--- config.mk ---
export PLATFORM = sky130hd
export DESIGN_NAME = cfgk_port
export DESIGN_NICKNAME = d
export VERILOG_FILES = /design/src/rtl/cfgk_pkg.sv /design/src/rtl/cfgk_key_fsm.sv /design/src/rtl/cfgk_ptr_port.sv /design/src/rtl/cfgk_idx_bank.sv /design/src/rtl/cfgk_port.sv
export SDC_FILE = /design/constraint.sdc
export NUM_CORES = 1
export LEC_CHECK = 0
export BUFFER_PORTS_ARGS = -buffer_cell sky130_fd_sc_hd__buf_2
export CORE_ASPECT_RATIO = 1.4
export CORE_UTILIZATION = 35
export CTS_BUF_LIST = sky130_fd_sc_hd__clkbuf_4
export DETAILED_ROUTE_END_ITERATION = 10
export PLACE_DENSITY = 0.62
export SLEW_MARGIN = 0
export SYNTH_ARGS = -nofsm -noshare
export SYNTH_HDL_FRONTEND = slang
export SYNTH_SLANG_ARGS = --single-unit
--- constraint.sdc ---
create_clock -name clk -period 2.1 [get_ports clk]
set_clock_uncertainty 0.2 [all_clocks]
set_input_delay 0.105 -clock clk [delete_from_list [all_inputs] [get_ports clk]]
set_output_delay 0.105 -clock clk [all_outputs]
set_load 0.05 [all_outputs]
--- src/rtl/cfgk_pkg.sv ---
package cfgk_pkg;
  localparam int REG_AW = 4;
  localparam logic [REG_AW-1:0] OFS_KEY   = 4'h0;
  localparam logic [REG_AW-1:0] OFS_STAT  = 4'h1;
  localparam logic [REG_AW-1:0] OFS_PTR   = 4'h2;
  localparam logic [REG_AW-1:0] OFS_DATA  = 4'h3;
  localparam logic [REG_AW-1:0] OFS_START = 4'h4;

  typedef enum logic [1:0] {
    GATE_SHUT  = 2'd0,
    GATE_ARMED = 2'd1,
    GATE_OPEN  = 2'd2
  } gate_t;
endpackage

--- src/rtl/cfgk_key_fsm.sv ---
module cfgk_key_fsm
  import cfgk_pkg::*;
#(
  parameter int DATA_W = 8,
  parameter logic [DATA_W-1:0] KEY_A = 8'hC0,
  parameter logic [DATA_W-1:0] KEY_B = 8'h0C
) (
  input  logic              clk,
  input  logic              rst,
  input  logic              key_wr,
  input  logic              other_wr,
  input  logic [DATA_W-1:0] wdata,
  output logic              unlocked
);
  gate_t st;

  always_ff @(posedge clk) begin
    if (rst) begin
      st <= GATE_SHUT;
    end else if (key_wr) begin
      case (st)
        GATE_SHUT:  st <= (wdata == KEY_A) ? GATE_ARMED : GATE_SHUT;
        GATE_ARMED: st <= (wdata == KEY_B) ? GATE_OPEN : GATE_SHUT;
        default:    st <= GATE_SHUT;
      endcase
    end else if (other_wr && st == GATE_ARMED) begin
      st <= GATE_SHUT;
    end
  end

  assign unlocked = (st == GATE_OPEN);


  relock_chk: assert property (@(posedge clk) disable iff (rst)
    (key_wr && unlocked) |=> !unlocked);

  open_path_chk: assert property (@(posedge clk) disable iff (rst)
    $rose(unlocked) |-> $past(key_wr && wdata == KEY_B));
endmodule

--- src/rtl/cfgk_ptr_port.sv ---
module cfgk_ptr_port #(
  parameter int DATA_W = 8
) (
  input  logic              clk,
  input  logic              rst,
  input  logic              allow,
  input  logic              ptr_wr,
  input  logic              dat_wr,
  input  logic [DATA_W-1:0] wdata,
  output logic [DATA_W-1:0] ptr,
  output logic              mem_we,
  output logic [DATA_W-1:0] mem_addr,
  output logic [DATA_W-1:0] mem_wdata
);
  always_ff @(posedge clk) begin
    if (rst) begin
      ptr       <= '0;
      mem_we    <= 1'b0;
      mem_addr  <= '0;
      mem_wdata <= '0;
    end else begin
      mem_we <= allow && dat_wr;
      if (allow && ptr_wr) begin
        ptr <= wdata;
      end else if (allow && dat_wr) begin
        ptr       <= ptr + 1'b1;
        mem_addr  <= ptr;
        mem_wdata <= wdata;
      end
    end
  end


  we_gate_chk: assert property (@(posedge clk) disable iff (rst)
    mem_we |-> $past(allow));

  ptr_step_chk: assert property (@(posedge clk) disable iff (rst)
    mem_we |-> (ptr == DATA_W'(mem_addr + 1'b1)));
endmodule

--- src/rtl/cfgk_idx_bank.sv ---
module cfgk_idx_bank #(
  parameter int DATA_W  = 8,
  parameter int N_START = 3,
  localparam int SEL_W  = (N_START > 1) ? $clog2(N_START) : 1
) (
  input  logic                      clk,
  input  logic                      rst,
  input  logic                      we,
  input  logic [SEL_W-1:0]          sel,
  input  logic [DATA_W-1:0]         wdata,
  output logic [N_START*DATA_W-1:0] idx_flat
);
  for (genvar g = 0; g < N_START; g++) begin : g_idx
    always_ff @(posedge clk) begin
      if (rst) begin
        idx_flat[g*DATA_W +: DATA_W] <= '0;
      end else if (we && sel == SEL_W'(g)) begin
        idx_flat[g*DATA_W +: DATA_W] <= wdata;
      end
    end
  end
endmodule

--- src/rtl/cfgk_port.sv ---
module cfgk_port
  import cfgk_pkg::*;
#(
  parameter int N_START = 3,
  parameter int DATA_W  = 8
) (
  input  logic                      clk,
  input  logic                      rst,
  input  logic                      bus_wr,
  input  logic                      bus_rd,
  input  logic [REG_AW-1:0]         bus_addr,
  input  logic [DATA_W-1:0]         bus_wdata,
  output logic [DATA_W-1:0]         bus_rdata,
  output logic                      mem_we,
  output logic [DATA_W-1:0]         mem_addr,
  output logic [DATA_W-1:0]         mem_wdata,
  output logic [N_START*DATA_W-1:0] start_idx
);
  localparam int SEL_W = (N_START > 1) ? $clog2(N_START) : 1;

  logic                unlocked, viol;
  logic [REG_AW-1:0]   ofs;
  logic                in_idx, hit_key, hit_ptr, hit_dat, guarded, clr_wr;
  logic [SEL_W-1:0]    sel;
  logic [DATA_W-1:0]   ptr;

  assign ofs     = bus_addr - OFS_START;
  assign in_idx  = (bus_addr >= OFS_START) && (ofs < REG_AW'(N_START));
  assign sel     = ofs[SEL_W-1:0];
  assign hit_key = bus_wr && bus_addr == OFS_KEY;
  assign hit_ptr = bus_wr && bus_addr == OFS_PTR;
  assign hit_dat = bus_wr && bus_addr == OFS_DATA;
  assign guarded = hit_ptr || hit_dat || (bus_wr && in_idx);
  assign clr_wr  = bus_wr && bus_addr == OFS_STAT && bus_wdata[0];

  cfgk_key_fsm #(.DATA_W(DATA_W)) u_key (
    .clk(clk), .rst(rst), .key_wr(hit_key),
    .other_wr(bus_wr && bus_addr != OFS_KEY),
    .wdata(bus_wdata), .unlocked(unlocked)
  );

  cfgk_ptr_port #(.DATA_W(DATA_W)) u_ptr (
    .clk(clk), .rst(rst), .allow(unlocked), .ptr_wr(hit_ptr),
    .dat_wr(hit_dat), .wdata(bus_wdata), .ptr(ptr),
    .mem_we(mem_we), .mem_addr(mem_addr), .mem_wdata(mem_wdata)
  );

  cfgk_idx_bank #(.DATA_W(DATA_W), .N_START(N_START)) u_idx (
    .clk(clk), .rst(rst), .we(unlocked && bus_wr && in_idx),
    .sel(sel), .wdata(bus_wdata), .idx_flat(start_idx)
  );

  always_ff @(posedge clk) begin
    if (rst) begin
      viol <= 1'b0;
    end else if (guarded && !unlocked) begin
      viol <= 1'b1;
    end else if (clr_wr) begin
      viol <= 1'b0;
    end
  end

  always_ff @(posedge clk) begin
    if (rst) begin
      bus_rdata <= '0;
    end else if (bus_rd) begin
      if (bus_addr == OFS_KEY)       bus_rdata <= DATA_W'(unlocked);
      else if (bus_addr == OFS_STAT) bus_rdata <= DATA_W'(viol);
      else if (bus_addr == OFS_PTR)  bus_rdata <= ptr;
      else if (in_idx)               bus_rdata <= start_idx[sel*DATA_W +: DATA_W];
      else                           bus_rdata <= '0;
    end
  end


  idx_hold_chk: assert property (@(posedge clk) disable iff (rst)
    !$past(unlocked) |-> $stable(start_idx));

  viol_sticky_chk: assert property (@(posedge clk) disable iff (rst)
    $past(viol && !clr_wr) |-> viol);
endmodule

; Word-level counts from Yosys, hierarchy flattened
; Index checks and enable logic that the tools add are counted.
; Widths: inputs -> output; s select.
[classes]
add_sub_neg = 2
n_lt_le_gt_ge = 2
eq_ne = 9
shift = 1
mux = 13
n_bitwise = 1
n_reduce_logical = 28
[ops]
columns = operator, count
row1 = $mux 8, 6
row2 = $shiftx 24x6->8, 1
row3 = $logic_and 1x1->1, 17
row4 = $add 8x1->8 const B, 1
row5 = $eq 4x2->1 const B, 2
row6 = $eq 8x4->1 const B, 1
row7 = $eq 8x8->1 const B, 1
row8 = $mux 2, 3
row9 = $reduce_bool 2->1, 3
row10 = $eq 2x1->1 const B, 2
row11 = $eq 2x2->1 const B, 2
row12 = $eq 4x1->1 const B, 1
row13 = $ge 4x3->1 const B, 1
row14 = $logic_not 2->1, 2
row15 = $logic_not 4->1, 1
row16 = $lt 4x2->1 const B, 1
row17 = $pmux 2 s2, 1
row18 = $reduce_bool 4->1, 1
row19 = $sub 4x3->4 const B, 1
row20 = $mux 1, 3
row21 = $logic_or 1x1->1, 2
row22 = $reduce_and 2->1, 1
row23 = $logic_not 1->1, 1
row24 = $not 1->1, 1
[word_totals]
ff_bits = 60
inputBits = 16
out_inout_bits = 49
word_cells = 66

; Logic depth before layout (Yosys ltp)
; Gate-level depths: netlist of the first run.
[depth]
depth_word = 7
depth_mapped = 7
ltp_nobuf = 5

; Hierarchy
; A second synthesis of the first run with hierarchy kept.
[unflattened]
hier_cells = 337
area_unflattened_um2 = 2975.4
[modules_own_cells]
columns = module, n_inst, cells_each, area_per_inst_um2, seq_area_each_um2
row1 = cfgk_ptr_port, 1, 134, 1109.8, 500.5
row2 = cfgk_idx_bank, 1, 91, 999.7, 480.5
row3 = cfgk_port, 1, 97, 734.5, 180.2
row4 = cfgk_key_fsm, 1, 15, 131.4, 40.0

; Worst setup path after synthesis of the first run
; Ideal clock, no wire load.
[synth_timing]
kind = reg2reg
from = register u_key.st[0]
to = register u_ptr.mem_wdata[3]
setup_time_ns = 0.071
t_arrival_ns = 1.376
t_required_ns = 1.829
setup_slack_ns = 0.454
path_stages_with_launch = 7
period_less_slack_ns = 1.646
path_cell_list = dfxtp_1 and3b_1 buf_2 nand2_1 clkbuf_1 nand2_1 a21oi_1
[synth_via]
elab_chain_len = 4
[synth_lines]
columns = element, line
row1 = "start, declared", cfgk_key_fsm.sv:15  ; gate_t st;
row2 = "start signal, assigned", cfgk_key_fsm.sv:22  ; GATE_SHUT: st <= (wdata == KEY_A) ? GATE_ARMED : GATE_SHUT;
row3 = "start signal, assigned", cfgk_key_fsm.sv:23  ; GATE_ARMED: st <= (wdata == KEY_B) ? GATE_OPEN : GATE_SHUT;
row4 = $eq 2x2->1 (*), cfgk_key_fsm.sv:31  ; assign unlocked = (st == GATE_OPEN);
row5 = $logic_and 1x1->1, cfgk_ptr_port.sv:23  ; if (allow && ptr_wr) begin
row6 = $not 1->1 (no line), n/a
row7 = $reduce_and 2->1 (no line) (*), n/a
row8 = "end signal, assigned", cfgk_ptr_port.sv:28  ; mem_wdata <= wdata;
row9 = "end, declared", cfgk_ptr_port.sv:13  ; output logic [DATA_W-1:0] mem_wdata
; Every way passes the cells marked *; elsewhere a longest branch is shown, timed or not.
; A chain may end at the register's enable or synchronous reset.

; Worst setup path after layout of the first run
[layout_timing]
from = input port bus_addr[1]
to = register u_ptr.ptr[7]
[layout_via]
elab_chain_len = 4
[layout_lines]
columns = element, line
row1 = "start, declared", cfgk_port.sv:11  ; input logic [REG_AW-1:0] bus_addr,
row2 = "$eq 4x2->1, on equally long branches", "cfgk_port.sv:31, cfgk_port.sv:32"
row3 = "$logic_and 1x1->1, on equally long branches", "cfgk_port.sv:31, cfgk_port.sv:32"
row4 = "$logic_and 1x1->1, on equally long branches", "cfgk_ptr_port.sv:23, cfgk_ptr_port.sv:25"
row5 = $mux 8 / $reduce_bool 2->1 (equally long branches), n/a
row6 = "end signal, assigned", cfgk_ptr_port.sv:24  ; ptr <= wdata;
row7 = "end signal, assigned", cfgk_ptr_port.sv:26  ; ptr <= ptr + 1'b1;
row8 = "end, declared", cfgk_ptr_port.sv:10  ; output logic [DATA_W-1:0] ptr,
; Several ways; a longest one is shown, not always the timed one.

==> results of run 1 <==
per-stage QoR:
step                cell area [um2]  utilization (%)  setup slack [ns]
finish                         3430             46.6             0.139
global route                   3430             46.6            0.0164
CTS                            3430             46.6             0.179
detailed placement             3140             42.7             0.290
global placement               3140             42.7             0.359
floorplan                      2650                -             0.454
layer usage:
layer	vias to the layer above	GRT usage (%)	part of all wire, %
met5	-	0	0
met4	0	9.66	2.5
met3	15	4.24	4.3
met2	71	34.9	52
met1	1152	24.5	41
li1	1237	-	-
state kept, by name (all words and copies together), names as in the netlist:
signal / cells
u_idx.idx_flat: 24
bus_rdata: 8
u_ptr.mem_addr: 8
u_ptr.mem_wdata: 8
u_ptr.ptr: 8
u_key.st: 2
u_ptr.mem_we: 1
viol: 1
report_power, final:
group	internal [mW]	leakage (nW)	switching [mW]
clock	0.345	0.0659	0.423
sequential	1.14	0.483	0.00111
combinational	0.0591	0.975	0.0884
total	1.54	1.52	0.512
synthesized netlist by cell type, types with 2 or more instances:
library cell	number	share of area, %
a21oi_1	23	4.3
a22o_1	7	2.3
a31oi_1	2	0.47
and2_1	2	0.47
and3_1	2	0.47
buf_1	2	0.28
buf_2	7	1.3
clkbuf_1	8	1.1
dfxtp_1	60	45
inv_1	5	0.71
mux2i_1	40	15
nand2_1	41	5.8
nand2b_1	5	1.2
nand3_1	7	1.3
nand3b_1	2	0.57
nand4_1	3	0.71
nor2_1	33	4.7
nor2b_1	3	0.71
nor3_1	2	0.38
nor4bb_1	3	1.1
o2111ai_1	2	0.66
o21ai_0	4	0.76
o22ai_1	7	1.7
o32ai_1	3	0.99
or4_1	2	0.57
repair_timing:
action,4_1_cts,5_1_grt
setup buffers,0,0
hold buffers,16,0
hold endpoints to repair,47,0
area by class of cell:
cell class              instances  area (um2)
well taps                      97         121
multi-input cells             212        1350
clock buffers                   9        67.6
inverters                       5        18.8
fillers                       731        3930
flip-flops and latches         60        1200
clock inverters                 7        57.6
repair buffers                 96         613
worst min-delay path by stage:
stage | from | end | slack, ns | cells after the start
finish | u_ptr.mem_wdata[7]$_SDFFE_PP0P_ | u_ptr.mem_wdata[7]$_SDFFE_PP0P_ | 0.26 | 2
global route | u_ptr.mem_wdata[7]$_SDFFE_PP0P_ | u_ptr.mem_wdata[7]$_SDFFE_PP0P_ | 0.28 | 2
CTS | u_ptr.mem_wdata[7]$_SDFFE_PP0P_ | u_ptr.mem_wdata[7]$_SDFFE_PP0P_ | 0.26 | 2
detailed placement | bus_wdata[7] | u_ptr.mem_wdata[7]$_SDFFE_PP0P_ | 0.23 | 3
global placement | bus_wdata[1] | u_ptr.mem_wdata[1]$_SDFFE_PP0P_ | 0.23 | 3
floorplan | bus_wdata[0] | u_ptr.mem_wdata[0]$_SDFFE_PP0P_ | 0.04 | 2
cells by family after synthesis:
group                      share of synthesized area (%)
adders and majority gates                          0.472
AOI/OAI and AO/OA                                   14.2
and+or+nand+nor                                     20.9
muxes                                               15.1
buffers and inverters                               3.73
DFF                                                 45.3
xor gates and xnor gates                           0.331
worst max-delay path, delay by kind of cell:
family                 cells  cell delay [ns]
AO/OA/AOI/OAI              1             0.14
buffers and inverters      3             0.98
AND/OR/NAND/NOR            3             0.89
==> results by group, run 1 <==
Outcome
  – Status: finished, final reports clean

Critical path
  – Crit path launch type: primary input
  – Reg-to-Reg End: bus_rdata[0]$_SDFFE_PP0P_
  – Reg2Reg Launch Point: u_key.st[0]$_SDFFE_PP0P_
  – CP Capture Point: u_ptr.ptr[7]$_SDFFE_PP0P_
  – Worst Setup SP: bus_addr[1]
  – FF-to-FF path depth: 5
  – Flop2flop setup slack: 0.28 ns
  – Slowest-stage cell, CP: dlygate4sd3_1
  – Crit path max fanout: 12
  – Critical path arrival: 2.11 ns
  – Critical Path Max Stage Delay: 0.55 ns
  – Critical Path End Type: flop
  – WP data required: 2.25 ns
  – Crit-path cells: dlygate4sd3_1, buf_2, nor4bb_1, buf_4, nand3_1, or4_1, a21oi_1
  – Crit path kind: in2reg

Clock network
  – CTS resizes: 0
  – Max Buffers Root-to-Sink: 2
  – CTS Buf Count: 9
  – CTS tree: done
  – Skew-Pair Late Insertion Delay: 0.41 ns
  – CTS H-tree lvls: 3
  – Reg clk slew, reported paths: 0.10 ns
  – CTS sink count: 60
  – Clock Tree Root: clkbuf_4

Synth
  – Number of flops mapped to enable cells by yosys: 0
  – Syn Inst Count: 295
  – Asr flop ratio synth: 0%
  – Yosys reg bits: 60
  – YS warnings: 0
  – Synthesized area: 2650 um2
  – Post-Syn Nets: 312
  – Ys flop type: dfxtp_1
  – Register area share after synthesis: 45.3%
  – Syn avg cell area: 8.98 um2
  – Count of cell types in the netlist: 45

Place
  – Placed cells: 454
  – Post-DP HPWL: 5550 um
  – Port-buffer cells: 64
  – Placer Congestion: 0.872

Routing
  – Starting DRT DRC Count: 185
  – Initial DRT Pass Iterations: 4
  – Via Count: 2475
  – Wirelength per Cell: 15.7 um
  – Drt via density: 5.09
  – Final wirelength: 7630 um
  – Residual DRC: 0
  – Routed Antenna Nets: 0

Timing
  – Worst-Margin Slew: 0.456 ns
  – Final Critical Period: 1.96 ns
  – Fmax achieved: 510 MHz
  – Setup_tns: 0 ns
  – Slew Limit Fails: 0
  – Worst slew margin: 69.5%
  – Setup violators final: 0
  – Hold slack: 0.256 ns
  – Hold Fails Final Rpt: 0
  – RSZ-0062 raised after global routing: no
  – Final period utilization: 93.4%

Finish
  – Area grow syn2layout: 29.4%
  – N_diodes: 0
  – Layout cells sized above 1: 24.2%
  – Final std cells w/o fill: 486
  – Nets@finish: 401
  – Commonest non-fill, non-tap cell in the layout: buf_2
  – Most frequent cells in the layout: 64 x buf_2, 60 x dfxtp_1, 41 x nand2_1

Global routing
  – Global-route wire length before repair: 12100 um
  – Initial antenna violation count: 0
  – Largest net degree at the start of global routing: 21
  – Grt ovf: 0
  – Vias in the first global route: 2384
  – Total track usage: 20.8%

Power and ir drop
  – Cell Pwr Density: 599 nW/um2
  – Worst vdd ir: 0.329 mV
  – Final Power: 2.06 mW
  – Pleak: 1.52 nW

Floorplanning
  – Core Region: 7360 um2
  – Die ar.: 7930 um2
  – Io pins: 65
  – Core Rows: 37
  – Die Wd: 75.5 um
  – Die height: 105 um
  – Initial core utilization: 36.0%

Min path
  – HP Class: reg2reg

Run
  – Max-cap violations: 0
No activity file was read; power rests on OpenSTA's default activity.
==> run 2, diff against run 1 <==
ABC_AREA = 1   (was unset)
PLACE_DENSITY = 0.63   (was 0.62)
clock period = 1.76 ns   (was 2.1 ns; I/O delays follow)
==> results by group, run 2 <==
Global routing
  – Initial antenna violation count: 1
  – Total track usage: 19.9%
  – Grt ovf: 0
  – Largest net degree at the start of global routing: 45
  – Vias in the first global route: 3001
  – Global-route wire length before repair: 14100 um

Finish
  – Final std cells w/o fill: 694
  – Commonest non-fill, non-tap cell in the layout: nand2_1
  – Most frequent cells in the layout: 173 x nand2_1, 76 x inv_1, 64 x buf_2
  – Area grow syn2layout: 26.0%
  – Largest reg by FF count: u_idx.idx_flat
  – Layout cells sized above 1: 20.2%
  – Fillers: 920
  – Max reg flops: 24
  – Nets@finish: 600
  – Core Util, Final: 45.9%

Outcome
  – Status: finished, final reports clean

Timing
  – Hold Fails Final Rpt: 0
  – Setup violators final: 0
  – Worst-Margin Slew: 0.332 ns
  – Fmax achieved: 583 MHz
  – Min setup slack post-route: 0.0447 ns
  – Final period utilization: 97.5%
  – RSZ-0062 raised after global routing: yes
  – Final Critical Period: 1.72 ns
  – Slew Limit Fails: 0
  – Worst slew margin: 77.8%

Place
  – Port-buffer cells: 64
  – Pre-CTS setup slack: 0.180 ns
  – Placed cells: 657
  – Placer Congestion: 0.856
  – Post-DP HPWL: 6290 um

Synth
  – Post-Syn Nets: 511
  – Post-synthesis compound-gate area fraction: 7.54%
  – Syn avg cell area: 6.39 um2
  – Post-synthesis simple-gate area fraction: 40.8%
  – Post-Synth Adder-Cell Area: 0.397%
  – Count of cell types in the netlist: 29
  – Ys flop type: dfxtp_1
  – Xor/xnor cell area share of the yosys netlist: 0.278%
  – Yosys reg bits: 60
  – Register area share after synthesis: 38.1%
  – Asr flop ratio synth: 0%
  – Syn Inst Count: 494
  – Synthesized area: 3150 um2
  – Post-synthesis mux area share: 0%
  – Largest cells by area after synthesis: dfxtp_1 38%, nand2_1 21%, inv_1 9.3%, nand3_1 7.6%, a21oi_1 4.6%
  – Top cells by count, synth: 173 x nand2_1, 78 x inv_1, 60 x dfxtp_1, 48 x nand3_1, 38 x nor2_1
  – Largest family of logic cells by synthesized area: simple AND/OR/NAND/NOR gates
  – Number of flops mapped to enable cells by yosys: 0
  – Synth top area share: 38.1%
  – YS warnings: 0
  – Cell type with the highest aggregate area in the netlist: dfxtp_1
  – Most numerous cell in the Yosys netlist: nand2_1

Clock network
  – CTS sink count: 60
  – Post-CTS setup buffers: 0
  – Skew-Pair Late Insertion Delay: 0.42 ns
  – Max Buffers Root-to-Sink: 2
  – CTS Buf Count: 9
  – CTS tree: done
  – CTS H-tree lvls: 3
  – Reg clk slew, reported paths: 0.11 ns
  – Clock Tree Root: clkbuf_4

Critical path
  – Crit-path cells: nand3_1, nand3_1, nand2_1, nand2_1, nand2_1, dlygate4sd3_1, a21oi_1
  – Slowest-stage cell, CP: dlygate4sd3_1
  – Critical Path Max Stage Delay: 0.55 ns
  – Crit path launch type: flop
  – Crit path max fanout: 3
  – Critical Path End Type: flop
  – WP data required: 1.91 ns
  – Critical path's top delay family: buffers and inverters
  – Critical path arrival: 1.86 ns
  – FF-to-FF path depth: 7
  – Crit path kind: reg2reg
  – Worst path bufs/invs: 1
  – CP most frequent cell: nand2_1
  – Critical Path Stages: 7

Floorplanning
  – Core Region: 8660 um2
  – Core Rows: 40
  – Initial core utilization: 36.4%
  – Io pins: 65
  – Die height: 114 um
  – Die Wd: 82.2 um
  – Die ar.: 9400 um2

Power and ir drop
  – Pleak: 1.99 nW
  – Worst vdd ir: 0.512 mV
  – Cell Pwr Density: 671 nW/um2

Routing
  – Routed Antenna Nets: 0
  – Drt via density: 4.67
  – Final wirelength: 8670 um
  – Initial DRT Pass Iterations: 5
  – Wirelength per Cell: 12.5 um
  – Via Count: 3240
  – Starting DRT DRC Count: 154
  – Residual DRC: 0

Min path
  – HP Class: in2reg
  – Hold path depth: 6

Run
  – Max-cap violations: 0
## run 2: logic make-up (layout without fill, tap and decap cells)
kind of cell	after synthesis	in the layout
simple gates	286	286
buf+inv	99	193
flops	60	60
compound gates	47	47
fa+ha+maj	1	1
xor+xnor	1	1
other cells	0	1
## run 2: path summary, 6_finish.rpt
path                             startpoint                        endpoint  slack, ns
max          u_idx.idx_flat[9]$_SDFFE_PP0P_       bus_rdata[1]$_SDFFE_PP0P_       0.04
min                             bus_addr[0]  u_idx.idx_flat[7]$_SDFFE_PP0P_       0.05
max reg2reg  u_idx.idx_flat[9]$_SDFFE_PP0P_       bus_rdata[1]$_SDFFE_PP0P_       0.04
min reg2reg       bus_rdata[0]$_SDFFE_PP0P_       bus_rdata[0]$_SDFFE_PP0P_       0.27
## run 2: tightest hold or removal path: cells and delay by family
family | cells | cell delay [ns]
buffers and inverters | 2 | 0.23
and+or+nand+nor | 4 | 0.32
## run 2: cell type report
cell class	instances	area [um2]	share of cell area, %
multi-input combinational	335	1550	39.0
sequential	60	1210	30.3
timing repair buffer	94	621	15.6
inverter	83	317	7.96
tap	105	131	3.31
clock inverter	7	81.3	2.05
clock buffer	9	67.6	1.70
antenna	1	2.50	0.0630
## run 2: per-stage QoR
| stage | TNS (ns) | area [um2] | hold WS, ns | power [mW] |
|---|---|---|---|---|
| after floorplan | 0 | 3150 | 0.0564 | 1.51 |
| after global placement | 0 | 3610 | 0.201 | 1.58 |
| after detailed placement | 0 | 3610 | 0.219 | 1.58 |
| after CTS | 0 | 3960 | 0.0257 | 2.69 |
| after global routing | -0.00855 | 3980 | 0.0930 | 2.76 |
| final | 0 | 3980 | 0.0547 | 2.67 |
## run 2: what timing repair did
action,in CTS,in global routing
hold buffers,20,0
setup endpoints to repair,0,4
gates resized for setup,0,8
hold endpoints to repair,58,0
## run 2: report_power, final
part,switching [mW],internal [mW]
clock,0.527,0.557
sequential,0.00293,1.36
combinational,0.142,0.0772
## run 2: routing by layer
layer | track usage (%) | up-vias | share of wire [%]
met5 | 0 | - | 0
li1 | - | 1693 | -
met2 | 32.2 | 85 | 48
met3 | 3.67 | 19 | 5.1
met4 | 9.82 | 0 | 2.7
met1 | 24.9 | 1443 | 44
